### config.mk
export PLATFORM = sky130hd
export DESIGN_NAME = qbp_port
export DESIGN_NICKNAME = d
export VERILOG_FILES = /design/src/rtl/qbp_pkg.sv /design/src/rtl/qbp_sync.sv /design/src/rtl/qbp_latch.sv /design/src/rtl/qbp_irq.sv /design/src/rtl/qbp_port.sv
export SDC_FILE = /design/constraint.sdc
export NUM_CORES = 1
export LEC_CHECK = 0
export ABC_AREA = 1
export BUFFER_PORTS_ARGS = -buffer_cell sky130_fd_sc_hd__buf_2
export CAP_MARGIN = 30
export CORE_AREA = 2 2 60 62
export DETAILED_ROUTE_END_ITERATION = 10
export DIE_AREA = 0 0 62 64
export GPL_TIMING_DRIVEN = 0
export PLACE_DENSITY = 0.71
export SLEW_MARGIN = 20
export SYNTH_ARGS = -nofsm -noshare
export SYNTH_HDL_FRONTEND = slang
export SYNTH_SLANG_ARGS = --single-unit
### constraint.sdc
create_clock -name clk -period 1 [get_ports clk]
set_input_delay 0.2 -clock clk [delete_from_list [all_inputs] [get_ports clk]]
set_output_delay 0.2 -clock clk [all_outputs]
set_load 0.01 [all_outputs]
### src/rtl/qbp_pkg.sv
package qbp_pkg;
  typedef struct packed {
    logic scl_rise;
    logic scl_fall;
    logic ack;
    logic rd_sel;
    logic wr_sel;
  } qbp_bus_t;
endpackage

### src/rtl/qbp_sync.sv
module qbp_sync #(
  parameter int W = 8,
  parameter int STAGES = 2
) (
  input  logic         clk,
  input  logic         rst_n,
  input  logic [W-1:0] d,
  output logic [W-1:0] q
);
  logic [W-1:0] stage_q [STAGES];

  always_ff @(posedge clk or negedge rst_n) begin
    if (!rst_n) stage_q[0] <= '1;
    else        stage_q[0] <= d;
  end

  for (genvar s = 1; s < STAGES; s++) begin : g_stage
    always_ff @(posedge clk or negedge rst_n) begin
      if (!rst_n) stage_q[s] <= '1;
      else        stage_q[s] <= stage_q[s-1];
    end
  end

  assign q = stage_q[STAGES-1];
endmodule

### src/rtl/qbp_latch.sv
module qbp_latch #(
  parameter int W = 8
) (
  input  logic         clk,
  input  logic         rst_n,
  input  logic         load,
  input  logic [W-1:0] din,
  output logic [W-1:0] lat,
  output logic [W-1:0] pull_low
);
  logic [W-1:0] lat_d, lat_q;

  always_comb begin
    lat_d = lat_q;
    if (load) lat_d = din;
  end

  always_ff @(posedge clk or negedge rst_n) begin
    if (!rst_n) lat_q <= '1;
    else        lat_q <= lat_d;
  end

  assign lat      = lat_q;
  assign pull_low = ~lat_q;

  assert_load_R2: assert property (@(posedge clk) disable iff (!rst_n)
    load |=> (pull_low == ~$past(din)));
endmodule

### src/rtl/qbp_irq.sv
module qbp_irq
  import qbp_pkg::*;
#(
  parameter int W = 8
) (
  input  logic         clk,
  input  logic         rst_n,
  input  qbp_bus_t     bus,
  input  logic [W-1:0] pins,
  input  logic [W-1:0] in_mask,
  output logic         int_n
);
  logic [W-1:0] ref_d, ref_q, diff;
  logic         pend_d, pend_q;
  logic         rd_clr, wr_clr, clr, any_diff;

  assign diff     = (pins ^ ref_q) & in_mask;
  assign any_diff = |diff;
  assign rd_clr   = bus.scl_rise & bus.ack & bus.rd_sel;
  assign wr_clr   = bus.scl_fall & bus.ack & bus.wr_sel;
  assign clr      = rd_clr | wr_clr;

  always_comb begin
    ref_d  = ref_q;
    pend_d = pend_q;
    if (clr) begin
      ref_d  = pins;
      pend_d = 1'b0;
    end else if (!any_diff) begin
      pend_d = 1'b0;
    end else if (bus.scl_rise) begin
      pend_d = 1'b1;
    end
  end

  always_ff @(posedge clk or negedge rst_n) begin
    if (!rst_n) begin
      ref_q  <= '1;
      pend_q <= 1'b0;
    end else begin
      ref_q  <= ref_d;
      pend_q <= pend_d;
    end
  end

  assign int_n = ~(pend_q & any_diff);

  assert_needs_edge_R4: assert property (@(posedge clk) disable iff (!rst_n)
    $fell(int_n) |-> $past(bus.scl_rise));
  assert_masked_R5: assert property (@(posedge clk) disable iff (!rst_n)
    (in_mask == '0) |-> int_n);
  assert_rd_clear_R6: assert property (@(posedge clk) disable iff (!rst_n)
    (bus.scl_rise && bus.ack && bus.rd_sel) |=> int_n);
  assert_wr_clear_R7: assert property (@(posedge clk) disable iff (!rst_n)
    (bus.scl_fall && bus.ack && bus.wr_sel) |=> int_n);
endmodule

### src/rtl/qbp_port.sv
module qbp_port
  import qbp_pkg::*;
#(
  parameter int W = 8,
  parameter int SYNC_STAGES = 2
) (
  input  logic         clk,
  input  logic         rst_n,
  input  logic         scl_rise,
  input  logic         scl_fall,
  input  logic         ack_bit,
  input  logic         rd_sel,
  input  logic         wr_sel,
  input  logic         wr_stb,
  input  logic [W-1:0] wr_data,
  input  logic [W-1:0] pin_in,
  output logic [W-1:0] pin_pull_low,
  output logic [W-1:0] rd_data,
  output logic         int_n
);
  logic [1:0]   rst_sync_q;
  logic         rst_n_i;
  logic [W-1:0] lat, pins_s;
  qbp_bus_t     bus;

  always_ff @(posedge clk or negedge rst_n) begin
    if (!rst_n) rst_sync_q <= 2'b00;
    else        rst_sync_q <= {rst_sync_q[0], 1'b1};
  end
  assign rst_n_i = rst_sync_q[1];

  assign bus = '{scl_rise: scl_rise, scl_fall: scl_fall, ack: ack_bit,
                 rd_sel: rd_sel, wr_sel: wr_sel};

  qbp_latch #(.W(W)) u_latch (
    .clk(clk), .rst_n(rst_n_i), .load(wr_stb), .din(wr_data),
    .lat(lat), .pull_low(pin_pull_low)
  );

  qbp_sync #(.W(W), .STAGES(SYNC_STAGES)) u_sync (
    .clk(clk), .rst_n(rst_n_i), .d(pin_in), .q(pins_s)
  );

  qbp_irq #(.W(W)) u_irq (
    .clk(clk), .rst_n(rst_n_i), .bus(bus), .pins(pins_s),
    .in_mask(lat), .int_n(int_n)
  );

  assign rd_data = pins_s;
endmodule

==> qor.yml, run 1 <==
power_switching_mw: 0.859
std_cell_rows: 21
synth-compound-area-share: 0.0834
crit_type: "flop to primary output"
use_met3: 0.0506
final_cell_mix: "32 x dfstp_2, 26 x buf_6, 25 x nand2_1, 24 x buf_2, 15 x inv_2"
synthAdderAreaFrac: 0
clkLatencyLatePin_ns: 0.33
hold_path.class: "input pin to flop"
critPathBufInv: 1
yosys_register_bits: 35
grt_use_met1: 0.200
reg2reg_from: "u_sync.q[1]$_DFF_PN1_"
setup.worst_path.start_class: "flop"
yosysSeqAreaShare: 0.636
antenna_found_initial: 0
final_common_cell: "dfstp_2"
start_util: 0.438
die-height_um: 64
power_frac_comb: 0.205
final.setup.tns_ns: -5.15
reg2reg_to: "u_irq.pend_q$_DFFE_PN0P_"
sequentialPowerShare: 0.539
wire_per_inst_um: 12.2
grt_pass1_wl_um: 4950
grt_max_degree: 34
vias_per_cell: 4.52
hpwl_um: 1950
min_period_ns: 1.64
fin_nets: 227
arrival_ns: 1.44
ctsHtreeMaxLevel: 2
tightest_slew_ns: 0.665
hp-start: "wr_data[1]"
clock-sinks: 35
io_buffers: 40
drive_above_1_share: 0.696
fin_util: 0.642
clk_pin_slew_ns: 0.10
end_kind: "primary output"
ioPinCount: 41
crit_path_max_fanout: 3
dr.pass1.iters: 4
max_freq_mhz: 608
period_share: 1.64
ys_types: 16
gr-usage-met2: 0.285
rrSetupSlack_ns: -0.20
pwr-share-clk: 0.256
power.leakage_nw: 1.01
powerDensity_mw_per_mm2: 1550
p_total_mw: 3.27
fillers: 241
hold_ws_ns: 0.0801
grt_util_all_layers: 0.173
ys_warn_count: 0
first_global_vias: 1185
antenna_cells: 0
drtAntennaViolNets: 0
path_cells: "nand2_1 > nand3_1 > nand2_1 > nor2_2 > nand2_2 > nand2_2 > buf_6"
cts_buffers: 5
final-setup-viol-count: 18
gp_congestion: 0.741
outcome: "finished with violations"
cts_tree: "yes"
cp.required_ns: 0.80
post-place-ws_ns: -0.317
clock_skew_ns: 0.00546
reg2reg_depth: 7
relSlewSlack: 0.557
grt-ovfl-total: 0
switching_share: 0.263
clk_path_buf_depth: 2
core_area_mm2: 0.00328
routed_wl_um: 3050
violations: "negative setup slack"
max-vdd-ir-drop_v: 0.000950
netlist_area_mm2: 0.00144
rsz0062_at_grt: "yes"
avgSynthCellArea_um2: 10.3
synth_top_family_by_area: "simple AND/OR/NAND/NOR gates"
die-area_mm2: 0.00397
cap_violations: 0
die_w_um: 62
hold_viol: 0
grt.busiest_layer: "met2"
p_int_mw: 2.41
cts_root_buffer: "clkbuf_4"
synthSimpleGateAreaFrac: 0.149
slowest_stage: "dfstp_2"
routed-via-count: 1131
max_stage_delay_ns: 0.56
setup_slack_ns: -0.644
syn-num-nets: 164
crit_family: "flip-flops"
route.detailed.drc: 0
hold_end: "u_latch.lat[1]$_DFFE_PN1P_"
synthCells: 140
drtIter0Drc: 22
area_growth_pct: 46.5
synth_xor_area_frac: 0
hold-path-cell-count: 3
synthMuxAreaShare: 0
slew_violations: 0
## synthesized netlist by cell type, drive strengths merged
cell type | n | share of area
nand2 | 38 | 0.10
and2 | 1 | 0.0061
buf | 11 | 0.067
nand3 | 10 | 0.035
nor2 | 2 | 0.0052
inv | 24 | 0.063
a21oi | 1 | 0.0035
dfrtp | 3 | 0.052
dfstp | 32 | 0.58
conb | 1 | 0.0026
o21ai | 17 | 0.080
## power by group through the flow
| stage | registers [mW] | logic [mW] | clock network, mW |
|---|---|---|---|
| after floorplan | 1.73 | 0.307 | 0 |
| after global placement | 1.75 | 0.435 | 0 |
| after detailed placement | 1.76 | 0.456 | 0 |
| after CTS | 1.75 | 0.613 | 0.862 |
| after global routing | 1.79 | 0.737 | 0.930 |
| final | 1.76 | 0.672 | 0.836 |
## tightest hold or removal path: cells and delay by family
| family | cells | cell delay (ns) |
|---|---|---|
| buffers and inverters | 1 | 0.07 |
| AOI/OAI and AO/OA | 1 | 0.06 |
| and+or+nand+nor | 1 | 0.04 |
## state kept, by name, summed over array words and instances (netlist names)
register,cells
u_latch.lat,8
u_sync.stage_q,8
u_sync.q,8
u_irq.pend_q,1
rst_sync_q,2
u_irq.ref_q,8
## stage by stage
stage	std cells	instance area (um^2)
3_3_place_gp	226	1700
3_5_place_dp	226	1700
2_1_floorplan	140	1440
6_report	250	2110
4_1_cts	249	2030
5_1_grt	250	2110
## cells by family after synthesis
kind of cell | count (synthesis)
buffers and inverters | 35
other | 1
flip-flops | 35
AO/OA/AOI/OAI | 18
AND/OR/NAND/NOR | 51
## routing by layer
metal,part of all wire,vias up
li1,-,543
met1,0.37,557
met2,0.57,21
met3,0.032,10
met4,0.026,0
met5,0,-
## repair_timing
action	in CTS	in global routing
setup buffers	7	2
endpoints found under the hold margin	10	0
setup endpoints to repair	18	18
gates resized for setup	38	20
hold buffers	9	0
pin swaps	14	5
## layout make-up
type,count,area (um^2),area share
well taps,46,57.6,0.0273
clock buffers,8,68.8,0.0326
plain buffers,9,100,0.0474
repair buffers,58,475,0.225
multi-input cells,70,400,0.190
flip-flops and latches,35,917,0.435
inverters,24,90.1,0.0427
## worst max-delay path by stage
| stage | startpoint | to | slack [ns] | cells past startpoint |
|---|---|---|---|---|
| after floorplan | u_irq.ref_q[2]$_DFFE_PN1P_ | int_n | -0.13 | 6 |
| after global placement | u_sync.q[4]$_DFF_PN1_ | int_n | -0.30 | 7 |
| after detailed placement | u_sync.q[2]$_DFF_PN1_ | int_n | -0.32 | 8 |
| after CTS | u_sync.q[0]$_DFF_PN1_ | int_n | -0.64 | 7 |
| after global routing | u_sync.q[7]$_DFF_PN1_ | int_n | -0.74 | 7 |
| final | u_sync.q[7]$_DFF_PN1_ | int_n | -0.64 | 7 |
(Power assumes the default switching activity.)
==> run 2, diff against run 1 <==
--- a/config.mk
+++ b/config.mk
@@ -8,11 +8,12 @@
 export ABC_AREA = 1
 export BUFFER_PORTS_ARGS = -buffer_cell sky130_fd_sc_hd__buf_2
 export CAP_MARGIN = 30
-export CORE_AREA = 2 2 60 62
+export CORE_AREA = 2 2 57 65
 export DETAILED_ROUTE_END_ITERATION = 10
-export DIE_AREA = 0 0 62 64
+export DIE_AREA = 0 0 59 67
 export GPL_TIMING_DRIVEN = 0
-export PLACE_DENSITY = 0.71
+export PLACE_DENSITY = 0.72
+export RECOVER_POWER = 100
 export SLEW_MARGIN = 20
 export SYNTH_ARGS = -nofsm -noshare
 export SYNTH_HDL_FRONTEND = slang
==> qor.yml, run 2 (synthesis gave the netlist of run 1 again) <==
vias_per_cell: 4.54  # was 4.52
max-vdd-ir-drop_v: 0.000918  # was 0.000950 V
route.detailed.drc: 0  # unchanged
hpwl_um: 1850  # was 1950 um
grt_pass1_wl_um: 4500  # was 4950 um
grt-ovfl-total: 0  # unchanged
outcome: "finished with violations"  # unchanged
routed_wl_um: 2860  # was 3050 um
final_cell_mix: "26 x nand2_1, 26 x buf_6, 25 x dfstp_2, 23 x buf_2, 16 x inv_2"  # was 32 x dfstp_2, 26 x buf_6, 25 x nand2_1, 24 x buf_2, 15 x inv_2
die-area_mm2: 0.00395  # was 0.00397 mm^2
cts_tree: "yes"  # unchanged
die-height_um: 67  # was 64 um
clk_pin_slew_ns: 0.10  # about the same
slowest_stage: "dfstp_2"  # unchanged
rsz0062_at_grt: "yes"  # unchanged
multiInputGateArea_um2: 393  # was 400 um^2
clkLatencyLatePin_ns: 0.32  # was 0.33 ns
clk_path_buf_depth: 2  # unchanged
area_growth_pct: 43.1  # was 46.5%
cts_root_buffer: "clkbuf_4"  # unchanged
cp.required_ns: 0.80  # about the same
drtIter0Drc: 18  # was 22
routed-via-count: 1085  # was 1131
arrival_ns: 1.45  # was 1.44 ns
hold_viol: 0  # unchanged
start_util: 0.443  # was 0.438
antenna_found_initial: 0  # unchanged
clock-sinks: 35  # unchanged
tightest_slew_ns: 0.668  # was 0.665 ns
final-setup-viol-count: 18  # unchanged
worst_path_most_repeated_cell: "nand2_2"
core_area_mm2: 0.00325  # was 0.00328 mm^2
cts_buffers: 5  # unchanged
max_freq_mhz: 607  # was 608 MHz
antenna_cells: 0  # unchanged
hold_path.class: "input pin to flop"  # unchanged
cap_violations: 0  # unchanged
critPathBufInv: 2  # was 1
final.setup.tns_ns: -4.91  # was -5.15 ns
violations: "negative setup slack"  # unchanged
power.leakage_nw: 0.983  # was 1.01 nW
first_global_vias: 1082  # was 1185
powerDensity_mw_per_mm2: 1500  # was 1550 mW/mm^2
regArea_um2: 917  # unchanged
clock_skew_ns: 0.00901  # was 0.00546 ns
fillers: 260  # was 241
drtAntennaViolNets: 0  # unchanged
crit_family: "flip-flops"  # unchanged
wire_per_inst_um: 12.0  # was 12.2 um
gp_congestion: 0.696  # was 0.741
dr.pass1.iters: 3  # was 4
fin_nets: 226  # was 227
grt_util_all_layers: 0.153  # was 0.173
setup.worst_path.start_class: "flop"  # unchanged
crit_type: "flop to primary output"  # unchanged
std_cell_rows: 22  # was 21
post-place-ws_ns: -0.311  # was -0.317 ns
grt_max_degree: 34  # unchanged
ctsHtreeMaxLevel: 2  # unchanged
min_period_ns: 1.65  # was 1.64 ns
setup_slack_ns: -0.649  # was -0.644 ns
hold_ws_ns: 0.0848  # was 0.0801 ns
die_w_um: 59  # was 62 um
period_share: 1.65  # was 1.64
slew_violations: 0  # unchanged
end_kind: "primary output"  # unchanged
crit_path_max_fanout: 3  # unchanged
path_cells: "inv_2 > nand2_2 > nand3_2 > nand2_2 > nor2_2 > nand2_1 > nand2_2 > buf_6"  # was nand2_1 > nand3_1 > nand2_1 > nor2_2 > nand2_2 > nand2_2 > buf_6
relSlewSlack: 0.554  # was 0.557
drive_above_1_share: 0.645  # was 0.696
ioPinCount: 41  # unchanged
max_stage_delay_ns: 0.57  # was 0.56 ns
io_buffers: 40  # unchanged
run 2: per-layer routing:
layer  GRT usage  share of wire
met5           0              0
met4      0.0682          0.014
met3      0.0330          0.036
met1       0.184           0.40
met2       0.260           0.55
run 2: where the power goes:
part / internal, mW / switching (mW)
Sequential: 1.62 / 0.122
Combinational: 0.358 / 0.294
Clock: 0.280 / 0.412
run 2: what timing repair did:
action	in CTS	in global routing
pin swaps	13	13
endpoints found under the hold margin	10	0
resized for setup	39	21
endpoints found under the setup margin	18	18
hold buffers	9	0
gates cloned	0	0
buffers inserted	6	5
run 2: worst paths after layout:
kind                                    startpoint                    endpoint  slack [ns]  depth (start not counted)
max                          u_sync.q[2]$_DFF_PN1_                       int_n       -0.65                          8
min                                     wr_data[3]  u_latch.lat[3]$_DFFE_PN1P_        0.08                          3
max reg2reg                  u_sync.q[2]$_DFF_PN1_    u_irq.pend_q$_DFFE_PN0P_       -0.06                          6
min reg2reg                rst_sync_q[1]$_DFF_PN0_    u_irq.pend_q$_DFFE_PN0P_        0.31                          0
max in group asynchronous  rst_sync_q[1]$_DFF_PN0_    u_irq.pend_q$_DFFE_PN0P_        0.27                          0
min in group asynchronous                    rst_n     rst_sync_q[1]$_DFF_PN0_        0.18                          2
run 2: layout make-up:
class | count | share of cell area
plain buffers | 7 | 0.0376
flip-flops and latches | 35 | 0.445
clock buffers | 8 | 0.0237
well taps | 36 | 0.0219
inverters | 24 | 0.0437
repair buffers | 59 | 0.237
multi-input cells | 70 | 0.191
run 2: tightest hold or removal path, stage by stage:
cell	delay [ns]
buf_2	0.08
nand2_1	0.04
o21ai_0	0.06
run 2: per-stage QoR:
step | instance area (um^2) | util | power [mW] | std cells
final | 2060 | 0.634 | 3.09 | 239
after global routing | 2060 | 0.634 | 3.27 | 239
after CTS | 2000 | 0.614 | 3.10 | 238
after detailed placement | 1690 | 0.520 | 2.21 | 216
after global placement | 1690 | 0.520 | 2.19 | 216
after floorplan | 1440 | - | 2.04 | 140
